**config.mk**
```make
export PLATFORM = sky130hd
export DESIGN_NAME = serial_rx_core
export DESIGN_NICKNAME = d
export VERILOG_FILES = /design/src/rtl/rx_pkg.sv /design/src/rtl/rx_sampler.sv /design/src/rtl/rx_shifter.sv /design/src/rtl/rx_hold.sv /design/src/rtl/serial_rx_core.sv
export SDC_FILE = /design/constraint.sdc
export NUM_CORES = 1
export LEC_CHECK = 0
export BUFFER_PORTS_ARGS = -buffer_cell sky130_fd_sc_hd__buf_2
export CAP_MARGIN = 20
export CORE_AREA = 3 3 89 91
export DETAILED_ROUTE_END_ITERATION = 10
export DIE_AREA = 0 0 92 94
export PLACE_DENSITY = 0.58
export RECOVER_POWER = 50
export SYNTH_ARGS = -nofsm -noshare
export SYNTH_HDL_FRONTEND = slang
export SYNTH_SLANG_ARGS = --single-unit
```
**constraint.sdc**
```tcl
create_clock -name clk -period 2.3 [get_ports clk]
set_input_delay 0.23 -clock clk [delete_from_list [all_inputs] [get_ports clk]]
set_output_delay 0.23 -clock clk [all_outputs]
set_load 0.05 [all_outputs]
```
**src/rtl/rx_pkg.sv**
```systemverilog
package rx_pkg;
  localparam int unsigned CHAR_W = 8;

  typedef enum logic [1:0] {SMP_IDLE, SMP_VERIFY, SMP_RUN} smp_state_e;

  typedef struct packed {
    logic wide;     // 8 data bits
    logic has_par;  // parity bit present
    logic odd;      // odd parity selected
  } frame_fmt_t;

  function automatic frame_fmt_t decode_fmt(input logic [2:0] ws);
    frame_fmt_t f;
    f.wide    = ws[2];
    f.has_par = ~ws[2] | ws[1];
    f.odd     = ws[0];
    return f;
  endfunction
endpackage

```
**src/rtl/rx_sampler.sv**
```systemverilog
module rx_sampler #(
  parameter int unsigned DIV_LO = 16,
  parameter int unsigned DIV_HI = 64
) (
  input  logic       clk,
  input  logic       rst_n,
  input  logic       mreset,
  input  logic       tick,
  input  logic       rxd,
  input  logic [1:0] div_sel,
  input  logic       last_bit,
  output logic       start_stb,
  output logic       bit_stb
);
  import rx_pkg::*;
  localparam int unsigned CW = $clog2(DIV_HI);

  smp_state_e st_q, st_d;
  logic [CW:0] cnt_q, cnt_d;
  logic [CW:0] period, half;
  logic        div1;

  assign div1   = (div_sel == 2'd0);
  assign period = (div_sel == 2'd1) ? (CW+1)'(DIV_LO) : (CW+1)'(DIV_HI);
  assign half   = period >> 1;

  always_comb begin
    st_d      = st_q;
    cnt_d     = cnt_q;
    start_stb = 1'b0;
    bit_stb   = 1'b0;
    if (tick) begin
      unique case (st_q)
        SMP_IDLE: begin
          if (!rxd) begin
            cnt_d = '0;
            if (div1) begin
              start_stb = 1'b1;
              st_d      = SMP_RUN;
            end else begin
              st_d = SMP_VERIFY;
            end
          end
        end
        SMP_VERIFY: begin
          if (cnt_q == half - 1'b1) begin
            cnt_d = '0;
            if (!rxd) begin
              start_stb = 1'b1;
              st_d      = SMP_RUN;
            end else begin
              st_d = SMP_IDLE;
            end
          end else begin
            cnt_d = cnt_q + 1'b1;
          end
        end
        default: begin
          if (div1 || cnt_q == period - 1'b1) begin
            bit_stb = 1'b1;
            cnt_d   = '0;
            if (last_bit) st_d = SMP_IDLE;
          end else begin
            cnt_d = cnt_q + 1'b1;
          end
        end
      endcase
    end
    if (mreset) begin
      st_d  = SMP_IDLE;
      cnt_d = '0;
    end
  end

  always_ff @(posedge clk or negedge rst_n) begin
    if (!rst_n) begin
      st_q  <= SMP_IDLE;
      cnt_q <= '0;
    end else begin
      st_q  <= st_d;
      cnt_q <= cnt_d;
    end
  end
endmodule

```
**src/rtl/rx_shifter.sv**
```systemverilog
module rx_shifter (
  input  logic                       clk,
  input  logic                       rst_n,
  input  logic                       mreset,
  input  logic                       start_stb,
  input  logic                       bit_stb,
  input  logic                       bit_val,
  input  logic [2:0]                 word_sel,
  output logic                       last_bit,
  output logic                       done,
  output logic [rx_pkg::CHAR_W-1:0]  char_out,
  output logic                       fe_out,
  output logic                       pe_out
);
  import rx_pkg::*;

  frame_fmt_t        fmt;
  logic [3:0]        pos_q, pos_d, stop_pos, data_end;
  logic [CHAR_W-1:0] sh_q, sh_d;
  logic              pacc_q, pacc_d;

  assign fmt      = decode_fmt(word_sel);
  assign data_end = 4'd7 + {3'b0, fmt.wide};
  assign stop_pos = data_end + {3'b0, fmt.has_par};
  assign last_bit = (pos_q == stop_pos);

  always_comb begin
    pos_d  = pos_q;
    sh_d   = sh_q;
    pacc_d = pacc_q;
    if (start_stb) begin
      pos_d  = '0;
      pacc_d = 1'b0;
    end else if (bit_stb && !last_bit) begin
      if (pos_q < data_end) sh_d = {bit_val, sh_q[CHAR_W-1:1]};
      pacc_d = pacc_q ^ bit_val;
      pos_d  = pos_q + 1'b1;
    end
    if (mreset) pos_d = '0;
  end

  always_ff @(posedge clk or negedge rst_n) begin
    if (!rst_n) begin
      pos_q  <= '0;
      sh_q   <= '0;
      pacc_q <= 1'b0;
    end else begin
      pos_q  <= pos_d;
      sh_q   <= sh_d;
      pacc_q <= pacc_d;
    end
  end

  assign done     = bit_stb & last_bit & ~mreset;
  assign char_out = fmt.wide ? sh_q : {1'b0, sh_q[CHAR_W-1:1]};
  assign fe_out   = ~bit_val;
  assign pe_out   = fmt.has_par & (pacc_q ^ fmt.odd);
endmodule

```
**src/rtl/rx_hold.sv**
```systemverilog
module rx_hold (
  input  logic                       clk,
  input  logic                       rst_n,
  input  logic                       mreset,
  input  logic                       done,
  input  logic [rx_pkg::CHAR_W-1:0]  char_in,
  input  logic                       fe_in,
  input  logic                       pe_in,
  input  logic                       data_rd,
  input  logic                       carrier_lost,
  input  logic                       irq_en,
  output logic [rx_pkg::CHAR_W-1:0]  rdr,
  output logic                       full_vis,
  output logic                       fe,
  output logic                       pe,
  output logic                       ovr_vis,
  output logic                       irq
);
  import rx_pkg::*;

  logic [CHAR_W-1:0] rdr_d;
  logic full_q, full_d, fe_d, pe_d, pend_q, pend_d, ovr_d;
  logic car_q, evt_q, evt_d;

  always_comb begin
    rdr_d  = rdr;
    full_d = full_q;
    fe_d   = fe;
    pe_d   = pe;
    pend_d = pend_q;
    ovr_d  = ovr_vis;
    evt_d  = evt_q;
    if (data_rd) begin
      evt_d = 1'b0;
      if (pend_q && !ovr_vis) begin
        ovr_d  = 1'b1;
        pend_d = 1'b0;
      end else begin
        full_d = 1'b0;
        ovr_d  = 1'b0;
      end
    end
    if (done) begin
      if (!full_d) begin
        rdr_d  = char_in;
        fe_d   = fe_in;
        pe_d   = pe_in;
        full_d = 1'b1;
      end else if (!ovr_d) begin
        pend_d = 1'b1;
      end
    end
    if (carrier_lost && !car_q) evt_d = 1'b1;
    if (mreset) begin
      full_d = 1'b0;
      fe_d   = 1'b0;
      pe_d   = 1'b0;
      pend_d = 1'b0;
      ovr_d  = 1'b0;
      evt_d  = 1'b0;
    end
  end

  always_ff @(posedge clk or negedge rst_n) begin
    if (!rst_n) begin
      rdr     <= '0;
      full_q  <= 1'b0;
      fe      <= 1'b0;
      pe      <= 1'b0;
      pend_q  <= 1'b0;
      ovr_vis <= 1'b0;
      evt_q   <= 1'b0;
      car_q   <= 1'b0;
    end else begin
      rdr     <= rdr_d;
      full_q  <= full_d;
      fe      <= fe_d;
      pe      <= pe_d;
      pend_q  <= pend_d;
      ovr_vis <= ovr_d;
      evt_q   <= evt_d;
      car_q   <= carrier_lost;
    end
  end

  assign full_vis = full_q & ~carrier_lost;
  assign irq      = irq_en & (full_vis | ovr_vis | evt_q);
endmodule

```
**src/rtl/serial_rx_core.sv**
```systemverilog
module serial_rx_core #(
  parameter int unsigned DIV_LO = 16,
  parameter int unsigned DIV_HI = 64
) (
  input  logic       clk,
  input  logic       rst_n,
  input  logic       rx_tick,
  input  logic       rxd,
  input  logic [1:0] div_sel,
  input  logic [2:0] word_sel,
  input  logic       rx_irq_en,
  input  logic       carrier_lost,
  input  logic       data_rd,
  output logic [7:0] rx_data,
  output logic       rx_full,
  output logic       frame_err,
  output logic       parity_err,
  output logic       overrun,
  output logic       rx_irq
);
  import rx_pkg::*;

  logic mreset, start_stb, bit_stb, last_bit, done, fe_w, pe_w;
  logic [CHAR_W-1:0] char_w;

  assign mreset = &div_sel;

  rx_sampler #(.DIV_LO(DIV_LO), .DIV_HI(DIV_HI)) u_smp (
    .clk(clk), .rst_n(rst_n), .mreset(mreset), .tick(rx_tick), .rxd(rxd),
    .div_sel(div_sel), .last_bit(last_bit), .start_stb(start_stb), .bit_stb(bit_stb)
  );

  rx_shifter u_shf (
    .clk(clk), .rst_n(rst_n), .mreset(mreset), .start_stb(start_stb),
    .bit_stb(bit_stb), .bit_val(rxd), .word_sel(word_sel), .last_bit(last_bit),
    .done(done), .char_out(char_w), .fe_out(fe_w), .pe_out(pe_w)
  );

  rx_hold u_hold (
    .clk(clk), .rst_n(rst_n), .mreset(mreset), .done(done), .char_in(char_w),
    .fe_in(fe_w), .pe_in(pe_w), .data_rd(data_rd), .carrier_lost(carrier_lost),
    .irq_en(rx_irq_en), .rdr(rx_data), .full_vis(rx_full), .fe(frame_err),
    .pe(parity_err), .ovr_vis(overrun), .irq(rx_irq)
  );
endmodule

```
==> insert_results.sql <==
INSERT INTO impl_metrics (metric_group, metric, value, unit) VALUES
('status', 'run_status', 'finished with violations', ''),
('status', 'failed_checks', 'max-capacitance violations, max-slew violations', ''),
('power_and_ir_drop', 'power.net_switching', '0.000386', 'W'),
('cts', 'h-tree-depth', '2', ''),
('timing', 'number_of_pins_exceeding_their_max_slew_limit_in_the_final_report', '38', ''),
('place', 'port_buffers', '24', ''),
('timing', 'timing.final.setup_violations', '0', ''),
('logic_synthesis', 'synth_compound_gate_area_share', '0.196', ''),
('power_and_ir_drop', 'total_power', '0.00146', 'W'),
('finish', 'final_layout_size_suffix_gt1_frac', '0.285', ''),
('place', 'gp_congestion', '0.850', ''),
('timing', 'achievable_frequency', '0.445', 'GHz'),
('finish', 'multi_input_area', '1090', 'um^2'),
('timing', 'report.final.hold_viol_count', '0', ''),
('place', 'pre_cts_ws', '0.0741', 'ns'),
('setup_path', 'end_kind', 'flip-flop', ''),
('finish', 'flow.area_growth_from_synthesis', '18.5', '%'),
('logic_synthesis', 'synth-main-ff-cell', 'sky130_fd_sc_hd__dfrtp_1', ''),
('setup_path', 'timing.critical_path.required', '2.48', 'ns'),
('finish', 'area.sequential', '926', 'um^2'),
('logic_synthesis', 'synth-xor-area-share', '0.00412', ''),
('logic_synthesis', 'synth-simple-area-share', '0.141', ''),
('power_and_ir_drop', 'cell_internal_pwr', '0.00108', 'W'),
('cts', 'clk_latency', '0.29', 'ns'),
('floorplan', 'floorplan.die.height', '94', 'um'),
('setup_path', 'worstReg2RegEnd', 'u_hold.rdr[1]', ''),
('grt', 'overall_routing_resource_usage', '0.115', ''),
('timing', 'total_negative_slack_for_setup_checks', '0', 'ns'),
('detailed_routing', 'detailedRoute.firstIterationViolations', '90', ''),
('setup_path', 'beginning_of_the_critical_path', 'u_smp.cnt_q[0]', ''),
('grt', 'grt_first_pass_wirelength', '7960', 'um'),
('detailed_routing', 'via_count', '1698', ''),
('timing', 'rsz0062_at_grt', 'no', ''),
('finish', 'filler_cell_count', '747', ''),
('grt', 'globalRoute.totalOverflow', '0', ''),
('flow_run', 'max_cap_check_violation_count', '1', ''),
('cts', 'clock-root-buffer', 'sky130_fd_sc_hd__clkbuf_8', ''),
('floorplan', 'die-width', '92', 'um'),
('logic_synthesis', 'register_bit_total_from_synthesis', '37', ''),
('logic_synthesis', 'synthArstFlopShare', '1.00', ''),
('detailed_routing', 'drt_drc_violations_left', '0', ''),
('logic_synthesis', 'number_of_flops_mapped_to_enable_cells_by_yosys', '0', ''),
('cts', 'number_of_sinks_handled_by_clock_tree_synthesis', '37', ''),
('detailed_routing', 'drt_wl_total', '4630', 'um'),
('detailed_routing', 'route.detailed.vias_per_inst', '4.98', ''),
('logic_synthesis', 'synth.top_cells.by_count', 'sky130_fd_sc_hd__dfrtp_1, sky130_fd_sc_hd__mux2_2', ''),
('setup_path', 'worstPathArrival', '2.43', 'ns'),
('cts', 'cts.path.max_buffers', '2', ''),
('finish', 'final_core_utilization', '0.349', ''),
('cts', 'worst_setup_hold_path_clk_slew', '0.08', 'ns'),
('power_and_ir_drop', 'power.density_cell_area', '581', 'nW/um^2'),
('logic_synthesis', 'synth_top_area_cell', 'sky130_fd_sc_hd__dfrtp_1', ''),
('cts', 'cts_tree', 'built', ''),
('place', 'dp_hpwl', '3430', 'um'),
('detailed_routing', 'drt_pass1_iterations', '4', ''),
('timing', 'actual_slew_at_the_worst_max_slew_pin', '2.03', 'ns'),
('power_and_ir_drop', 'seq_power_share', '0.484', ''),
('floorplan', 'initial_utilization', '0.294', ''),
('timing', 'worst_slew_margin_rel', '-0.351', ''),
('detailed_routing', 'detail-route-antenna-nets', '0', ''),
('timing', 'setup_ws', '0.0506', 'ns'),
('cts', 'cts.hold.buffers_added', '0', ''),
('logic_synthesis', 'synth-seq-area-share', '0.436', ''),
('setup_path', 'reg2regPathDepth', '5', ''),
('setup_path', 'worst-r2r-setup-slack', '0.05', 'ns'),
('logic_synthesis', 'synth_fa_ha_area_frac', '0.0294', ''),
('logic_synthesis', 'yosysUniqueCellTypes', '49', ''),
('power_and_ir_drop', 'leakage', '1.16', 'nW'),
('logic_synthesis', 'synth-warning-count', '0', ''),
('grt', 'vias_in_the_first_global_route', '1681', ''),
('cts', 'post-cts-setup-buffers', '0', '');
[metrics by stage]
stage	instance area (um^2)	std cells
after floorplan	2120	207
after global placement	2420	333
after detailed placement	2420	333
after CTS	2530	341
after global routing	2520	341
final	2520	341
[registers in the layout, summed over array words and instances, names as in the netlist]
signal,cells
u_shf.pos_q,4
u_shf.pacc_q,1
u_hold.full_q,1
u_hold.car_q,1
u_shf.sh_q,8
u_hold.pend_q,1
u_hold.rdr,8
u_hold.evt_q,1
u_smp.cnt_q,7
u_hold.fe,1
u_hold.pe,1
u_smp.st_q,2
u_hold.ovr_vis,1
[final cells by class]
type                       instances  area share
clock buffer                       5      0.0273
clock inverter                     3      0.0184
inverter                          13      0.0194
multi-input combinational        146       0.434
sequential                        37       0.368
tap                               99      0.0492
timing repair buffer              38      0.0840
[per-layer routing]
metal  vias up  global-route usage  share of wire
li1        843                   -              -
met1       828               0.147           0.47
met2        21               0.190           0.49
met3         6              0.0345          0.027
met4         0              0.0260         0.0099
met5         -                   0              0
[cell families after synthesis]
group,count (synthesis)
AO/OA/AOI/OAI,59
XOR/XNOR,1
adder cells (fa/ha/maj),5
buffers and inverters,24
flip-flops,37
multiplexers,25
AND/OR/NAND/NOR,56
[worst max-delay path, cell delays in order, from the launching register on]
cell                      delay, ns
sky130_fd_sc_hd__dfrtp_1       0.41
sky130_fd_sc_hd__ha_1          0.18
sky130_fd_sc_hd__nor3b_1       0.47
sky130_fd_sc_hd__a31oi_4       0.14
sky130_fd_sc_hd__or4_4         0.61
sky130_fd_sc_hd__mux2_4        0.33
[worst min path at each step]
stage	startpoint	to	slack, ns	depth (start not counted)
6_report	carrier_lost	u_hold.car_q	0.1	1
5_1_grt	carrier_lost	u_hold.car_q	0.09	1
4_1_cts	rst_n	u_shf.pos_q[2]	0.07	1
3_5_place_dp	carrier_lost	u_hold.car_q	0.37	1
3_3_place_gp	carrier_lost	u_hold.car_q	0.37	1
2_1_floorplan	rst_n	u_hold.car_q	-0.07	0
[cells in the final DEF, fill, tap and decap left out, types with 2 or more instances in the layout]
master,n
sky130_fd_sc_hd__dfrtp_1,37
sky130_fd_sc_hd__buf_2,19
sky130_fd_sc_hd__mux2_2,15
sky130_fd_sc_hd__inv_1,13
sky130_fd_sc_hd__a21oi_1,13
sky130_fd_sc_hd__nand2_1,13
sky130_fd_sc_hd__o21ai_0,13
sky130_fd_sc_hd__nor2_1,12
sky130_fd_sc_hd__buf_4,12
sky130_fd_sc_hd__nand3_1,8
sky130_fd_sc_hd__mux2_4,7
sky130_fd_sc_hd__clkbuf_1,7
sky130_fd_sc_hd__ha_1,5
sky130_fd_sc_hd__clkbuf_8,5
sky130_fd_sc_hd__o31ai_1,4
sky130_fd_sc_hd__nor2b_1,3
sky130_fd_sc_hd__mux2i_1,3
sky130_fd_sc_hd__nand4_1,3
sky130_fd_sc_hd__a41oi_1,3
sky130_fd_sc_hd__o22ai_1,3
sky130_fd_sc_hd__or4_1,3
sky130_fd_sc_hd__and3_1,2
sky130_fd_sc_hd__nor3_1,2
sky130_fd_sc_hd__a31o_2,2
sky130_fd_sc_hd__a31oi_1,2
sky130_fd_sc_hd__or3_1,2
sky130_fd_sc_hd__a2111oi_0,2
sky130_fd_sc_hd__o2111ai_1,2
sky130_fd_sc_hd__o311ai_0,2
sky130_fd_sc_hd__o41ai_1,2
[power groups by stage]
| stage | Sequential, W | Combinational [W] | Clock, W |
|---|---|---|---|
| after floorplan | 0.000708 | 0.000127 | 0 |
| after global placement | 0.000719 | 0.000185 | 0 |
| after detailed placement | 0.000720 | 0.000188 | 0 |
| after CTS | 0.000707 | 0.000189 | 0.000589 |
| after global routing | 0.000713 | 0.000208 | 0.000618 |
| final | 0.000707 | 0.000185 | 0.000570 |
(Power assumes the default switching activity.)
